**config.mk**
```make
export PLATFORM = sky130hd
export DESIGN_NAME = msg_tx_buffer
export DESIGN_NICKNAME = d
export VERILOG_FILES = /design/src/rtl/txbuf_pkg.sv /design/src/rtl/txbuf_store.sv /design/src/rtl/txbuf_lock.sv /design/src/rtl/txbuf_portmux.sv /design/src/rtl/msg_tx_buffer.sv
export SDC_FILE = /design/constraint.sdc
export NUM_CORES = 1
export LEC_CHECK = 0
export BUFFER_PORTS_ARGS = -buffer_cell sky130_fd_sc_hd__buf_2
export CORE_ASPECT_RATIO = 1.5
export CORE_UTILIZATION = 62
export CTS_CLUSTER_SIZE = 14
export DETAILED_ROUTE_END_ITERATION = 12
export PLACE_DENSITY = 0.86
export SKIP_LAST_GASP = 1
export SLEW_MARGIN = 30
export SYNTH_ARGS = -nofsm -noshare
export SYNTH_HDL_FRONTEND = slang
export SYNTH_SLANG_ARGS = --single-unit
```
**constraint.sdc**
```tcl
create_clock -name clk -period 3.6 [get_ports clk]
set_input_delay 0.36 -clock clk [delete_from_list [all_inputs] [get_ports clk]]
set_output_delay 0.36 -clock clk [all_outputs]
set_load 0.02 [all_outputs]
```
**src/rtl/txbuf_pkg.sv**
```systemverilog
package txbuf_pkg;
  typedef enum logic {
    OWN_CPU    = 1'b0,
    OWN_ENGINE = 1'b1
  } owner_e;

  localparam int unsigned IDX_IDENT = 0;
  localparam int unsigned IDX_CTRL  = 1;
  localparam int unsigned IDX_DATA0 = 2;
endpackage

```
**src/rtl/txbuf_store.sv**
```systemverilog
module txbuf_store #(
  parameter int unsigned NBYTES = 10,
  parameter int unsigned DW     = 8,
  parameter int unsigned AW     = $clog2(NBYTES)
) (
  input  logic          clk,
  input  logic          we,
  input  logic          re,
  input  logic [AW-1:0] addr,
  input  logic [DW-1:0] wdata,
  output logic [DW-1:0] rdata
);
  logic [DW-1:0] mem [NBYTES];

  // single port: one address per cycle, registered read
  always_ff @(posedge clk) begin
    if (we) begin
      mem[addr] <= wdata;
    end else if (re) begin
      rdata <= mem[addr];
    end
  end
endmodule

```
**src/rtl/txbuf_lock.sv**
```systemverilog
module txbuf_lock
  import txbuf_pkg::*;
(
  input  logic clk,
  input  logic rst_n,
  input  logic tx_req,
  input  logic eng_done,
  input  logic eng_abort,
  output logic locked,
  output logic frame_ready
);
  owner_e owner_q, owner_d;
  logic   take;

  assign take = (owner_q == OWN_CPU) && tx_req;

  always_comb begin
    owner_d = owner_q;
    unique case (owner_q)
      OWN_CPU:    if (tx_req) owner_d = OWN_ENGINE;
      OWN_ENGINE: if (eng_done || eng_abort) owner_d = OWN_CPU;
      default:    owner_d = OWN_CPU;
    endcase
  end

  always_ff @(posedge clk) begin
    if (!rst_n) begin
      owner_q     <= OWN_CPU;
      frame_ready <= 1'b0;
    end else begin
      owner_q     <= owner_d;
      frame_ready <= take;
    end
  end

  assign locked = (owner_q == OWN_ENGINE);

  p_lock_on_req_r3: assert property (@(posedge clk) disable iff (!rst_n)
    !locked && tx_req |=> locked && frame_ready);
  p_ready_single_r3: assert property (@(posedge clk) disable iff (!rst_n)
    frame_ready |=> !frame_ready);
  p_release_done_r7: assert property (@(posedge clk) disable iff (!rst_n)
    locked && eng_done |=> !locked);
  p_release_abort_r8: assert property (@(posedge clk) disable iff (!rst_n)
    locked && eng_abort |=> !locked);
  p_req_ignored_r9: assert property (@(posedge clk) disable iff (!rst_n)
    locked && tx_req && !eng_done && !eng_abort |=> locked && !frame_ready);
  p_stray_end_r11: assert property (@(posedge clk) disable iff (!rst_n)
    !locked && !tx_req |=> !locked && !frame_ready);
endmodule

```
**src/rtl/txbuf_portmux.sv**
```systemverilog
module txbuf_portmux #(
  parameter int unsigned NBYTES = 10,
  parameter int unsigned DW     = 8,
  parameter int unsigned AW     = $clog2(NBYTES)
) (
  input  logic          clk,
  input  logic          rst_n,
  input  logic          locked,
  input  logic          cpu_wr_en,
  input  logic          cpu_rd_en,
  input  logic [AW-1:0] cpu_addr,
  input  logic [DW-1:0] cpu_wdata,
  output logic [DW-1:0] cpu_rdata,
  output logic          cpu_rvalid,
  input  logic          eng_rd_valid,
  output logic          eng_rd_ready,
  input  logic [AW-1:0] eng_addr,
  output logic [DW-1:0] eng_rdata,
  output logic          eng_rsp_valid,
  output logic          st_we,
  output logic          st_re,
  output logic [AW-1:0] st_addr,
  output logic [DW-1:0] st_wdata,
  input  logic [DW-1:0] st_rdata
);
  localparam logic [AW:0] LIMIT = (AW+1)'(NBYTES);

  logic cpu_in_range, eng_in_range;
  logic cpu_rd_go, eng_rd_go;
  logic cpu_hit_q, eng_hit_q;

  assign cpu_in_range = ({1'b0, cpu_addr} < LIMIT);
  assign eng_in_range = ({1'b0, eng_addr} < LIMIT);
  assign eng_rd_ready = locked;

  assign cpu_rd_go = cpu_rd_en && !cpu_wr_en;
  assign eng_rd_go = eng_rd_valid && locked;

  always_comb begin
    st_we    = 1'b0;
    st_re    = 1'b0;
    st_addr  = cpu_addr;
    st_wdata = cpu_wdata;
    if (locked) begin
      st_addr = eng_addr;
      st_re   = eng_rd_go && eng_in_range;
    end else begin
      st_we = cpu_wr_en && cpu_in_range;
      st_re = cpu_rd_go && cpu_in_range;
    end
  end

  always_ff @(posedge clk) begin
    if (!rst_n) begin
      cpu_rvalid    <= 1'b0;
      cpu_hit_q     <= 1'b0;
      eng_rsp_valid <= 1'b0;
      eng_hit_q     <= 1'b0;
    end else begin
      cpu_rvalid    <= cpu_rd_go;
      cpu_hit_q     <= cpu_rd_go && !locked && cpu_in_range;
      eng_rsp_valid <= eng_rd_go;
      eng_hit_q     <= eng_rd_go && eng_in_range;
    end
  end

  assign cpu_rdata = cpu_hit_q ? st_rdata : '0;
  assign eng_rdata = eng_hit_q ? st_rdata : '0;

  p_no_write_locked_r4: assert property (@(posedge clk) disable iff (!rst_n)
    locked |-> !st_we);
  p_zero_locked_r5: assert property (@(posedge clk) disable iff (!rst_n)
    locked && cpu_rd_en && !cpu_wr_en |=> cpu_rvalid && (cpu_rdata == '0));
  p_eng_blocked_r6: assert property (@(posedge clk) disable iff (!rst_n)
    !locked |=> !eng_rsp_valid);
  p_eng_answer_r6: assert property (@(posedge clk) disable iff (!rst_n)
    locked && eng_rd_valid |=> eng_rsp_valid);
  p_range_zero_r10: assert property (@(posedge clk) disable iff (!rst_n)
    eng_rd_go && !eng_in_range |=> eng_rdata == '0);
endmodule

```
**src/rtl/msg_tx_buffer.sv**
```systemverilog
module msg_tx_buffer #(
  parameter int unsigned NBYTES = 10,
  parameter int unsigned DW     = 8,
  parameter int unsigned AW     = $clog2(NBYTES)
) (
  input  logic          clk,
  input  logic          rst_n,
  input  logic          cpu_wr_en,
  input  logic          cpu_rd_en,
  input  logic [AW-1:0] cpu_addr,
  input  logic [DW-1:0] cpu_wdata,
  output logic [DW-1:0] cpu_rdata,
  output logic          cpu_rvalid,
  input  logic          tx_req,
  output logic          buf_locked,
  output logic          frame_ready,
  input  logic          eng_rd_valid,
  output logic          eng_rd_ready,
  input  logic [AW-1:0] eng_addr,
  output logic [DW-1:0] eng_rdata,
  output logic          eng_rsp_valid,
  input  logic          eng_done,
  input  logic          eng_abort
);
  logic          st_we, st_re;
  logic [AW-1:0] st_addr;
  logic [DW-1:0] st_wdata, st_rdata;

  txbuf_lock u_lock (
    .clk         (clk),
    .rst_n       (rst_n),
    .tx_req      (tx_req),
    .eng_done    (eng_done),
    .eng_abort   (eng_abort),
    .locked      (buf_locked),
    .frame_ready (frame_ready)
  );

  txbuf_portmux #(.NBYTES(NBYTES), .DW(DW), .AW(AW)) u_mux (
    .clk           (clk),
    .rst_n         (rst_n),
    .locked        (buf_locked),
    .cpu_wr_en     (cpu_wr_en),
    .cpu_rd_en     (cpu_rd_en),
    .cpu_addr      (cpu_addr),
    .cpu_wdata     (cpu_wdata),
    .cpu_rdata     (cpu_rdata),
    .cpu_rvalid    (cpu_rvalid),
    .eng_rd_valid  (eng_rd_valid),
    .eng_rd_ready  (eng_rd_ready),
    .eng_addr      (eng_addr),
    .eng_rdata     (eng_rdata),
    .eng_rsp_valid (eng_rsp_valid),
    .st_we         (st_we),
    .st_re         (st_re),
    .st_addr       (st_addr),
    .st_wdata      (st_wdata),
    .st_rdata      (st_rdata)
  );

  txbuf_store #(.NBYTES(NBYTES), .DW(DW), .AW(AW)) u_store (
    .clk   (clk),
    .we    (st_we),
    .re    (st_re),
    .addr  (st_addr),
    .wdata (st_wdata),
    .rdata (st_rdata)
  );

  p_ready_tracks_lock_r6: assert property (@(posedge clk) disable iff (!rst_n)
    eng_rd_ready == buf_locked);
  p_cpu_rvalid_r2: assert property (@(posedge clk) disable iff (!rst_n)
    cpu_rd_en && !cpu_wr_en |=> cpu_rvalid);
endmodule

```
==> run summary <==
Pwr dens -> 488 nW/um2
Gpl congestion -> 0.823
Synth Area in XOR/XNOR -> 0
Overflow after GRT -> 0
Final Cell Area -> 4260 um2
Post-DP HPWL -> 5.37 mm
WL final -> 7.52 mm
Pre-antenna DRT Iters -> 4
Final core occ -> 0.725
Clk_lat worst skew -> 0.35 ns
Clk_skew -> 0.00903 ns
DR DRC count -> 0
Pins Over Slew Limit -> 0
Highest metal layer with signal wires -> met4
Slew @ Worst Pin -> 0.777 ns
Vias -> 2129
Die width -> 66.0 um
Setup crit end kind -> flip-flop
Total CTS buffers -> 9
Synth Area in Simple Gates -> 0.0725
Die height -> 98.1 um
DIE AREA -> 6480 um2
Mean Syn Cell Area -> 17.3 um2
Final ANT Viol Nets -> 0
Largest net degree at the start of global routing -> 35
Crit path kind -> reg -> reg
Starting Density -> 0.650
Cell taking the most area after synthesis -> edfxtp_1
Pleak -> 1.58 nW
Met1 wire length -> 2.55 mm
Layout cells sized above 1 -> 0.254
Crit path max fanout -> 34
Syn-to-layout area delta -> 11.6%
Worst hold path class -> in -> reg
RSZ-0062 raised after global routing -> no
Synthesized area -> 3810 um2
I/O Buffers -> 44
H-tree Lvls -> 3
Min cycle time layout -> 2.59 ns
Max Clk Rate -> 0.386 GHz
Final setup fails -> 0
TritonCTS Sinks -> 94
Synthesized flop and latch total -> 94
Antenna Cells -> 0
Netlist cell types -> 30
Worst Setup SP -> u_lock.locked
Vias per std cell -> 6.19
Setup TNS -> 0 ns
Initial antenna violation count -> 0
Hold Startpoint -> tx_req
Compound-cell area share of the yosys netlist -> 0.0535
VDD IR max -> 0.317 mV
Crit path launch type -> flip-flop
Clock slew at reported path FFs -> 0.09 ns
Share of flip-flops with an asynchronous set or reset -> 0
Post-synth top area share -> 0.693
Initial DRC Count -> 145
Period utilisation layout -> 0.720
Vias in the first global route -> 2104
Worst path arrival time -> 2.70 ns
Row cnt -> 34
Largest family of logic cells by synthesized area -> multiplexers
Routed met2 length -> 4.05 mm
Final Net Count -> 291
Max-Cap Viols -> 0
DR WL/cell -> 21.9 um
First-pass GRT wire length -> 11.3 mm
CTS tree -> yes
Hold Vio Cnt, Final -> 0
Slew Limit Headroom -> 0.467
GRT Total Usage -> 0.262
Post-Syn Instances -> 221
Core area -> 5870 um2
Worst r2r src -> u_lock.locked
Max clock buf depth -> 2
Top cells by area, synth -> edfxtp_1 (69%), mux2i_1 (7.3%), mux4_2 (4.7%)
Adder-Cell Fraction of Synth Area -> 0
Setup bufs post-CTS -> 0
Mux share of post-synthesis cell area -> 0.128
Synth warn -> 0
Met3 WL -> 560 um
Seq/Total Area, Yosys -> 0.724
Synth Net Count -> 245
Status -> finished clean
Worst R2R Setup Slack -> 1.01 ns
# hold bufs at CTS -> 0
CTS root buffer -> clkbuf_8
Placement Cell Area -> 4060 um2
EDFF count, synth -> 88
Post_cts resized -> 0
Most used DFF post-synth -> edfxtp_1
I/O Pins -> 45
WP data required -> 3.71 ns
==> where the power goes <==
part / internal (W) / total [W] / switching (W)
logic: 0.0000664 / 0.000169 / 0.000102
clock network: 0.000327 / 0.000686 / 0.000359
registers: 0.00121 / 0.00122 / 0.00000976
==> final cells by class <==
| cell class | count | area, um2 |
|---|---|---|
| flip-flops and latches | 94 | 2760 |
| fillers | 364 | 1610 |
| multi-input cells | 114 | 967 |
| repair buffers | 45 | 228 |
| clock buffers | 10 | 128 |
| well taps | 72 | 90.1 |
| clock inverters | 6 | 70.1 |
| inverters | 3 | 11.3 |
==> stage by stage <==
| stage | power, W | std cells | worst slack, ns | hold slack (ns) |
|---|---|---|---|---|
| after floorplan | 0.00136 | 221 | 1.43 | 0.459 |
| after global placement | 0.00141 | 328 | 1.07 | 0.630 |
| after detailed placement | 0.00142 | 328 | 0.995 | 0.632 |
| after CTS | 0.00209 | 344 | 0.993 | 0.265 |
| after global routing | 0.00214 | 344 | 0.838 | 0.269 |
| final | 0.00208 | 344 | 1.01 | 0.274 |
==> worst paths after layout <==
path | to | cells after the start
max | u_store.rdata[0] | 3
min | u_lock.frame_ready | 2
max reg2reg | u_store.rdata[0] | 3
min reg2reg | u_store.rdata[7] | 2
==> registers in the layout, summed over array words and instances (netlist names) <==
register,flops
u_mux.cpu_rvalid,1
u_mux.eng_hit_q,1
u_store.rdata,8
u_mux.eng_rsp_valid,1
u_lock.locked,1
u_mux.cpu_hit_q,1
u_store.mem,80
u_lock.frame_ready,1
==> cell usage in the layout (no fill, tap or decap), types with 8 or more instances in the layout <==
master	netlist	layout
a211o_1	8	8
nor3_1	8	8
edfxtp_1	88	88
buf_2	1	44
o32ai_1	10	10
and2_1	16	16
clkbuf_8	0	9
nor2_1	11	11
mux4_2	8	8
mux2i_1	28	28
==> kinds of logic (layout without fill, tap and decap cells) <==
logic type / after synthesis / in the layout
flip-flops: 94 / 94
AO/OA/AOI/OAI: 24 / 24
buffers and inverters: 13 / 64
AND/OR/NAND/NOR: 52 / 52
multiplexers: 38 / 38
==> synthesized netlist by cell type (all sizes together) (4+ instances only) <==
cell type  count
nand2          6
a211o          8
nor3           8
dfxtp          6
mux4           8
o32ai         10
buf            6
clkbuf         4
mux2i         28
and2          16
nor2          11
edfxtp        88
==> critical path, stage by stage (launching register included) <==
cell and delay (ns):
dfxtp_1 0.74, mux2_4 0.68, mux4_2 0.59, a211o_1 0.32
==> routing by layer <==
layer,GRT usage,vias to the layer above
met4,0.154,0
li1,-,965
met5,0,-
met2,0.442,100
met3,0.0619,29
met1,0.295,1035
(Power assumes the default switching activity.)
